===== src/rtl/lin_hdr_pkg.sv =====
package lin_hdr_pkg;
   typedef enum logic [2:0] {
      ST_IDLE         = 3'd0,
      ST_BREAK        = 3'd1,
      ST_WAIT_DELIM   = 3'd2,
      ST_SYNC_MEASURE = 3'd3,
      ST_DONE         = 3'd4,
      ST_FAULT        = 3'd5
   } hdr_state_e;
endpackage


===== src/rtl/lin_rx_sync.sv =====
module lin_rx_sync #(
   parameter int STAGES = 2
) (
   input  logic clk,
   input  logic rst_n,
   input  logic rx_in,
   output logic rx_s,
   output logic fall,
   output logic rise
);
   logic [STAGES-1:0] chain;
   logic              rx_prev;

   generate
      if (STAGES < 2) begin : g_bad_stages
         $error("lin_rx_sync: STAGES must be at least 2");
      end
      for (genvar i = 0; i < STAGES; i++) begin : g_stage
         if (i == 0) begin : g_first
            always_ff @(posedge clk or negedge rst_n) begin
               if (!rst_n) chain[0] <= 1'b1;
               else        chain[0] <= rx_in;
            end
         end else begin : g_next
            always_ff @(posedge clk or negedge rst_n) begin
               if (!rst_n) chain[i] <= 1'b1;
               else        chain[i] <= chain[i-1];
            end
         end
      end
   endgenerate

   always_ff @(posedge clk or negedge rst_n) begin
      if (!rst_n) rx_prev <= 1'b1;
      else        rx_prev <= chain[STAGES-1];
   end

   assign rx_s = chain[STAGES-1];
   assign fall = rx_prev & ~rx_s;
   assign rise = ~rx_prev & rx_s;
endmodule


===== src/rtl/lin_low_timer.sv =====
module lin_low_timer #(
   parameter int CNT_W = 16
) (
   input  logic             clk,
   input  logic             rst_n,
   input  logic             rx_s,
   output logic [CNT_W-1:0] low_cnt
);
   localparam logic [CNT_W-1:0] CNT_MAX = '1;

   always_ff @(posedge clk or negedge rst_n) begin
      if (!rst_n)                low_cnt <= '0;
      else if (rx_s)             low_cnt <= '0;
      else if (low_cnt != CNT_MAX) low_cnt <= low_cnt + 1'b1;
   end
endmodule


===== src/rtl/lin_sync_meter.sv =====
module lin_sync_meter #(
   parameter int CNT_W        = 16,
   parameter int SYNC_EDGES   = 5,
   parameter int SYNC_TIMEOUT = 4000
) (
   input  logic             clk,
   input  logic             rst_n,
   input  logic             arm,
   input  logic             begin_meas,
   input  logic             measuring,
   input  logic             waiting,
   input  logic             fall,
   output logic [CNT_W-1:0] span,
   output logic             final_edge,
   output logic             tmo_hit
);
   localparam int TMO_W = $clog2(SYNC_TIMEOUT + 1);
   localparam int EDG_W = $clog2(SYNC_EDGES + 1);
   localparam logic [CNT_W-1:0] SPAN_MAX = '1;
   localparam logic [TMO_W-1:0] TMO_END  = TMO_W'(SYNC_TIMEOUT);
   localparam logic [EDG_W-1:0] EDG_LAST = EDG_W'(SYNC_EDGES - 1);

   logic [TMO_W-1:0] tmo;
   logic [EDG_W-1:0] edges;

   always_ff @(posedge clk or negedge rst_n) begin
      if (!rst_n) begin
         span  <= '0;
         edges <= '0;
      end else if (begin_meas) begin
         span  <= CNT_W'(1);
         edges <= EDG_W'(1);
      end else if (measuring) begin
         if (span != SPAN_MAX) span <= span + 1'b1;
         if (fall)             edges <= edges + 1'b1;
      end
   end

   always_ff @(posedge clk or negedge rst_n) begin
      if (!rst_n)                        tmo <= '0;
      else if (arm)                      tmo <= '0;
      else if (waiting && tmo != TMO_END) tmo <= tmo + 1'b1;
   end

   assign final_edge = measuring && fall && (edges == EDG_LAST);
   assign tmo_hit    = waiting && (tmo == TMO_END);
endmodule


===== src/rtl/lin_hdr_baud_detect.sv =====
module lin_hdr_baud_detect #(
   parameter int CNT_W        = 16,
   parameter int SYNC_STAGES  = 2,
   parameter int SYNC_EDGES   = 5,
   parameter int SYNC_TIMEOUT = 4000,
   localparam int PERIODS     = 2 * (SYNC_EDGES - 1),
   localparam int SHIFT       = $clog2(PERIODS),
   localparam int BP_W        = CNT_W - SHIFT
) (
   input  logic             clk,
   input  logic             rst_n,
   input  logic             enable,
   input  logic             rx_in,
   input  logic [CNT_W-1:0] brk_thresh,
   input  logic [CNT_W-1:0] fault_limit,
   input  logic             err_clear,
   output logic             brk_det,
   output logic             sync_done,
   output logic [CNT_W-1:0] sync_count,
   output logic [BP_W-1:0]  bit_period,
   output logic             sync_err,
   output logic             bus_fault
);
   import lin_hdr_pkg::*;

   generate
      if (SYNC_EDGES < 2) begin : g_bad_edges
         $error("lin_hdr_baud_detect: SYNC_EDGES must be at least 2");
      end
      if ((1 << SHIFT) != PERIODS) begin : g_bad_periods
         $error("lin_hdr_baud_detect: bit periods spanned must be a power of two");
      end
      if (CNT_W <= SHIFT + 4) begin : g_bad_width
         $error("lin_hdr_baud_detect: CNT_W too small");
      end
      if (SYNC_TIMEOUT >= (1 << CNT_W)) begin : g_bad_tmo
         $error("lin_hdr_baud_detect: SYNC_TIMEOUT must fit in CNT_W");
      end
   endgenerate

   logic             rx_s, fall, rise;
   logic [CNT_W-1:0] low_cnt;
   logic [CNT_W-1:0] span;
   logic             final_edge, tmo_hit;
   logic             brk_hit;
   logic             arm, begin_meas, measuring, waiting;
   logic             tmo_exit, fault_entry;
   hdr_state_e       state, nxt;

   lin_rx_sync #(.STAGES(SYNC_STAGES)) u_sync (
      .clk   (clk),
      .rst_n (rst_n),
      .rx_in (rx_in),
      .rx_s  (rx_s),
      .fall  (fall),
      .rise  (rise)
   );

   lin_low_timer #(.CNT_W(CNT_W)) u_low (
      .clk     (clk),
      .rst_n   (rst_n),
      .rx_s    (rx_s),
      .low_cnt (low_cnt)
   );

   lin_sync_meter #(
      .CNT_W        (CNT_W),
      .SYNC_EDGES   (SYNC_EDGES),
      .SYNC_TIMEOUT (SYNC_TIMEOUT)
   ) u_meter (
      .clk        (clk),
      .rst_n      (rst_n),
      .arm        (arm),
      .begin_meas (begin_meas),
      .measuring  (measuring),
      .waiting    (waiting),
      .fall       (fall),
      .span       (span),
      .final_edge (final_edge),
      .tmo_hit    (tmo_hit)
   );

   assign brk_hit   = !rx_s && (low_cnt >= brk_thresh);
   assign measuring = (state == ST_SYNC_MEASURE);
   assign waiting   = (state == ST_WAIT_DELIM) || measuring;

   always_comb begin
      nxt = state;
      unique case (state)
         ST_IDLE:         if (brk_hit) nxt = ST_BREAK;
         ST_BREAK: begin
            if (rise)                           nxt = ST_WAIT_DELIM;
            else if (low_cnt >= fault_limit)    nxt = ST_FAULT;
         end
         ST_WAIT_DELIM: begin
            if (tmo_hit)   nxt = ST_IDLE;
            else if (fall) nxt = ST_SYNC_MEASURE;
         end
         ST_SYNC_MEASURE: begin
            if (brk_hit)         nxt = ST_BREAK;
            else if (final_edge) nxt = ST_DONE;
            else if (tmo_hit)    nxt = ST_IDLE;
         end
         ST_DONE:         nxt = brk_hit ? ST_BREAK : ST_IDLE;
         ST_FAULT:        if (rise) nxt = ST_IDLE;
         default:         nxt = ST_IDLE;
      endcase
      if (!enable) nxt = ST_IDLE;
   end

   assign arm         = (state == ST_BREAK) && (nxt == ST_WAIT_DELIM);
   assign begin_meas  = (state == ST_WAIT_DELIM) && (nxt == ST_SYNC_MEASURE);
   assign tmo_exit    = enable && waiting && tmo_hit && (nxt == ST_IDLE);
   assign fault_entry = (state == ST_BREAK) && (nxt == ST_FAULT);

   always_ff @(posedge clk or negedge rst_n) begin
      if (!rst_n) state <= ST_IDLE;
      else        state <= nxt;
   end

   always_ff @(posedge clk or negedge rst_n) begin
      if (!rst_n) begin
         brk_det    <= 1'b0;
         sync_count <= '0;
         bit_period <= '0;
      end else begin
         brk_det <= (nxt == ST_BREAK) && (state != ST_BREAK);
         if (measuring && nxt == ST_DONE) begin
            sync_count <= span;
            bit_period <= span[CNT_W-1:SHIFT];
         end
      end
   end

   always_ff @(posedge clk or negedge rst_n) begin
      if (!rst_n) begin
         sync_err  <= 1'b0;
         bus_fault <= 1'b0;
      end else begin
         if (tmo_exit)       sync_err <= 1'b1;
         else if (err_clear) sync_err <= 1'b0;
         if (fault_entry)    bus_fault <= 1'b1;
         else if (err_clear) bus_fault <= 1'b0;
      end
   end

   assign sync_done = (state == ST_DONE);
endmodule


===== config.mk =====
export PLATFORM = sky130hd
export DESIGN_NAME = lin_hdr_baud_detect
export DESIGN_NICKNAME = d
export VERILOG_FILES = /design/src/rtl/lin_hdr_pkg.sv /design/src/rtl/lin_rx_sync.sv /design/src/rtl/lin_low_timer.sv /design/src/rtl/lin_sync_meter.sv /design/src/rtl/lin_hdr_baud_detect.sv
export SDC_FILE = /design/constraint.sdc
export NUM_CORES = 1
export LEC_CHECK = 0
export BUFFER_PORTS_ARGS = -buffer_cell sky130_fd_sc_hd__buf_2
export CORE_ASPECT_RATIO = 0.6
export CORE_MARGIN = 5
export CORE_UTILIZATION = 40
export CTS_CLUSTER_SIZE = 10
export DETAILED_ROUTE_END_ITERATION = 10
export PLACE_DENSITY_LB_ADDON = 0.12
export REMOVE_ABC_BUFFERS = 1
export SYNTH_ARGS = -nofsm -noshare
export SYNTH_HDL_FRONTEND = slang
export SYNTH_SLANG_ARGS = --single-unit

===== constraint.sdc =====
create_clock -name clk -period 2.8 [get_ports clk]
set_input_delay 0.42 -clock clk [delete_from_list [all_inputs] [get_ports clk]]
set_output_delay 0.42 -clock clk [all_outputs]
set_load 0.01 [all_outputs]

; ---- After elaboration in Yosys (flattened, before gate mapping)
; Index checks and enable logic that the tools add are counted.
[totals]
output_inout_bits = 33
reg_bits = 85
word_cells = 90
in_bits = 37
[op_classes]
n_bitwise = 4
n_eq_ne = 16
add_sub_neg = 4
order_cmp = 2
mux = 25
n_reduce_logical = 26
[op_table]
columns = cell, count
row1 = $mux 16, 5
row2 = $mux 3, 13
row3 = $add 16x1->16 const B, 2
row4 = $ge 16x16->1, 2
row5 = $ne 16x16->1 const B, 2
row6 = $mux 12, 2
row7 = $pmux 3 s6, 1
row8 = $eq 3x3->1 const B, 5
row9 = $reduce_bool 2->1, 7
row10 = $logic_and 1x1->1, 13
row11 = $add 12x1->12 const B, 1
row12 = $eq 12x12->1 const B, 1
row13 = $eq 3x2->1 const B, 4
row14 = $ne 12x12->1 const B, 1
row15 = $eq 3x1->1 const B, 2
row16 = $logic_not 3->1, 2
row17 = $mux 1, 4
row18 = $reduce_and 2->1, 2
row19 = $add 3x1->3 const B, 1
row20 = $ne 3x1->1 const B, 1
row21 = $and 1x1->1, 2
row22 = $not 1->1, 2
row23 = $logic_not 1->1, 1
row24 = $logic_or 1x1->1, 1

; ---- Logic depth before layout (Yosys ltp)
[logic_depth]
ltp_word = 12
mapped_depth = 9
ltp_nobuf = 8

; ---- Cells and area by module
; Synthesis repeated with hierarchy kept, for this count alone.
[hier_totals]
cells_unflattened = 491
hier_area_um2 = 4619.4
[by_module_without_submodules]
columns = module, instances, seq_area_each_um2, area_each_um2, cells_per_inst
row1 = lin_hdr_baud_detect, 1, 550.5, 1914.3, 205
row2 = lin_sync_meter, 1, 775.7, 1699.1, 184
row3 = lin_low_timer, 1, 400.4, 912.1, 97
row4 = lin_rx_sync, 1, 78.8, 93.8, 5

; ---- Least setup slack after synthesis
; Ideal clock, no wire load.
[synth_path]
kind = register to register
startpoint = register u_low.low_cnt[0]
endpoint = register sync_count[10]
period_less_slack_ns = 2.208
t_required_ns = 2.675
path_stages_with_launch = 10
arrival_time_ns = 2.083
path_buffers = 1
setup_time_ns = 0.125
path_slack_ns = 0.592
path_cell_list = dfrtp_1 > inv_1 > ha_1 > nand2b_1 > a2111o_1 > nand3_1 > and4_4 > nand2_4 > buf_6 > mux2_4
[synth_between]
elab_chain_cells = 7
elab_cells_between_ends = 12
classes_between = 2 x order compare / 1 x eq/ne / 7 x mux / 2 x reduce/logical
[synth_rtl]
columns = item, line
row1 = "start, declared", lin_low_timer.sv:7  ; output logic [CNT_W-1:0] low_cnt
row2 = "start signal, assigned", lin_low_timer.sv:14  ; else if (low_cnt != CNT_MAX) low_cnt <= low_cnt + 1'b1;
row3 = $ge 16x16->1 (on tied branches), "lin_hdr_baud_detect.sv:93, lin_hdr_baud_detect.sv:83"
row4 = $mux 3 / $logic_and 1x1->1 (equally long branches), "lin_hdr_baud_detect.sv:93, lin_hdr_baud_detect.sv:83"
row5 = $mux 3 (tied with other cells), lin_hdr_baud_detect.sv:92  ; if (rise) nxt = ST_WAIT_DELIM;
row6 = $pmux 3 s6 *, lin_hdr_baud_detect.sv:89  ; unique case (state)
row7 = $mux 3 *, lin_hdr_baud_detect.sv:108  ; if (!enable) nxt = ST_IDLE;
row8 = $eq 3x3->1 *, lin_hdr_baud_detect.sv:128  ; if (measuring && nxt == ST_DONE) begin
row9 = $logic_and 1x1->1 *, lin_hdr_baud_detect.sv:128
row10 = "end signal, assigned", lin_hdr_baud_detect.sv:129  ; sync_count <= span;
row11 = "end, declared", lin_hdr_baud_detect.sv:19  ; output logic [CNT_W-1:0] sync_count,
; Every way passes the cells marked *; elsewhere a longest branch is shown, timed or not.
; A chain may end at the register's enable or synchronous reset.

; ---- Worst setup path in the final report
[layout_path]
startpoint = register u_low.low_cnt[15]
endpoint = register sync_count[15]
; Same word-level chain as after synthesis.

==> results.yml <==
synth:
  yosys_warnings: 0
  ys_seq_elements: 72
  synth_largest_area_cell: "dfrtp_1"
  yosysTopAreaCellShare_pct: 39.62
  ys_types: 49
  syn_area_per_cell_um2: 9.728
  synth_area_leaders: "dfrtp_1 (40%), ha_1 (11%), nor2_1 (4.7%), xor2_1 (4.6%), inv_1 (3.8%)"
  seq_area_frac_synth_pct: 41.43
  netlist_area_mm2: 0.004358
  syn_inst: 448
timing:
  hold_violations: 0
  worst_pin_slew_ps: 978.5
  layout_min_cycle_time_ps: 2611
  skew_ps: 5.693
  relSlewSlack_pct: 34.28
  final-max-slew-violation-count: 0
  setup_viol: 0
  tns_ps: 0
  fmax_mhz: 383.0
  min_period_over_period_pct: 93.26
  rsz0062_at_grt: "false"
global_routing:
  grt_overflow: 0
  grt_pass1_vias: 3197
  grt_first_pass_wirelength_um: 15950
  grt_max_degree: 34
  grt_util_all_layers_pct: 15.40
  grt_antenna_before_repair: 0
setup_path:
  timing.rr.start: "u_low.low_cnt[15]"
  end_kind: "flip-flop"
  rr_worst_depth: 7
  worstSetupStartpointType: "flip-flop"
  critPathMaxFanout: 16
  rr_endpoint: "sync_count[15]"
  r2r_setup_slack_ps: 190
  critPathArrivalTime_ps: 2820
  worstSetupPathType: "flip-flop to flip-flop"
  critPathLaunch: "u_low.low_cnt[15]"
  required_ps: 3010
die:
  fp-row-count: 29
  fp.coreArea_mm2: 0.01060
  die_h_um: 90.85
  dieArea_mm2: 0.01315
  start_util_pct: 41.13
  die_x_um: 144.8
  boundaryPins: 70
routing:
  vias: 3226
  drtPass1Iterations: 4
  wl_per_cell_um: 14.43
  routed_wl_um: 9467
  drtIter0Drc: 221
  vias_per_cell: 4.918
  drc: 0
  ant_nets: 0
placed_design:
  postPlaceCellArea_mm2: 0.004766
  dpl.hpwl_um: 7319
  io_buffers: 69
  placedCellCount: 640
  place_congestion: 0.8237
clock_tree:
  root_buffer: "clkbuf_16"
  cts_setup_buffers: 0
  h-tree-depth: 3
  clock_latency_ps: 330
  cts_made_buffers: 9
  ctsResizeCount: 0
  holdBufCountCts: 0
  clkTransAtPathRegs_ps: 50
  clock-sinks: 72
  cts_tree: "done"
  cts_buffer_depth: 2
layout:
  stdcell_area_mm2: 0.005085
  diodes: 0
  seqCellArea_mm2: 0.001805
  multi_input_area_mm2: 0.002223
  drive_gt1_share_pct: 22.63
  num-fill-cells: 992
  fin_nets: 587
  layoutNonFillerInstCount: 656
  syn2layout_area_growth_pct: 16.68
pwr:
  peakVddDrop_v: 0.0002671
  power.leakage_nw: 2.556
  power_mw: 2.389
  power_density_mw_per_mm2: 469.9
hold_path:
  min_path_type: "input pin to asynchronous set/reset pin"
job:
  max-cap-violations: 0
run_status:
  outcome: "finished, final reports clean"
## routing by layer
layer | up-vias | global-route usage, % | wire length, um
met3 | 7 | 3.810 | 483
li1 | 1646 | - | -
met5 | - | 0 | 0
met1 | 1510 | 24.46 | 5239
met4 | 0 | 4.193 | 62
met2 | 63 | 20.32 | 3682
## cell usage after synthesis, drive strengths merged
cell	instances
inv	44
buf	20
o31a	1
a22o	1
a41oi	1
nand4b	1
nand3	17
a21oi	14
xnor2	18
nor2	55
dfstp	3
mux2	16
clkbuf	3
ha	38
mux2i	2
or2	1
a41o	1
nor2b	4
a211o	1
nor4b	1
nor3b	4
and3	2
a2111o	1
a21o	5
and4	4
a31oi	1
dfrtp	69
nand2b	9
or3	4
nor4	4
o2111ai	1
o21ai	11
xor2	23
a2111oi	2
nor3	14
nand2	31
o32a	1
nand4	18
a311oi	2
## flip-flops by register name, summed over array words and instances, names as in the netlist
name            cells
brk_det             1
bus_fault           1
state               3
sync_count         16
sync_err            1
u_low.low_cnt      16
u_meter.edges       3
u_meter.span       16
u_meter.tmo        12
u_sync.chain        1
u_sync.rx_prev      1
u_sync.rx_s         1
## cells in the final DEF (no fill, tap or decap), types with 11 or more instances in the layout
cell type and count:
buf_2 69, inv_1 44, xnor2_1 18, dfrtp_1 69, nor3_1 12, nand3_1 17
a21oi_1 14, nand2_1 30, xor2_1 23, nand4_1 18, nor2_1 55, o21ai_0 11
ha_1 38
## stage by stage
stage                     hold slack [ps]  setup WS [ps]  util, %
final                               160.0          188.7    47.99
after global routing                179.4          84.00    47.99
after CTS                           177.6          229.6    47.99
after detailed placement            349.3          121.5    44.98
after global placement              348.2          178.9    44.98
after floorplan                     124.4          649.8        -
## kinds of logic (layout without fill, tap and decap cells)
group                      after synthesis  in the layout  synth area share [%]
adders and majority gates               38             38                 10.91
xor gates and xnor gates                41             41                 8.240
AOI/OAI and AO/OA                       43             43                 6.546
buffers and inverters                   67            136                 7.551
and+or+nand+nor                        169            169                 19.87
DFF                                     72             72                 41.43
muxes                                   18             18                 5.455
## critical path, cell delays in order, from the launching register on
cell	delay, ps
dfrtp_1	460
ha_1	340
nand4_1	150
nor3_1	70
nor4_1	540
and4_4	390
nand2_4	180
mux2_4	350
## power breakdown
group          switching [mW]  leakage [nW]  internal (mW)  total, mW
Combinational          0.0762          1.53         0.0559      0.132
Sequential             0.0170         0.866           1.06       1.07
Clock                   0.397         0.159          0.785       1.18
Total                   0.491          2.56           1.90       2.39
## layout make-up
type | count | area share (%)
multi-input combinational | 309 | 43.73
sequential | 72 | 35.51
timing repair buffer | 76 | 7.825
clock buffer | 14 | 5.586
tap | 139 | 3.420
inverter | 44 | 3.248
clock inverter | 2 | 0.6890
## worst max-delay path by stage
stage                           to  slack [ps]  cells after the start
floorplan           sync_count[14]         650                      8
global placement     sync_count[5]         180                      9
CTS                 sync_count[15]         230                      7
detailed placement  sync_count[14]         120                      9
finish              sync_count[15]         190                      7
global route         sync_count[6]          80                      7
Power figures use the tool's default switching activity.
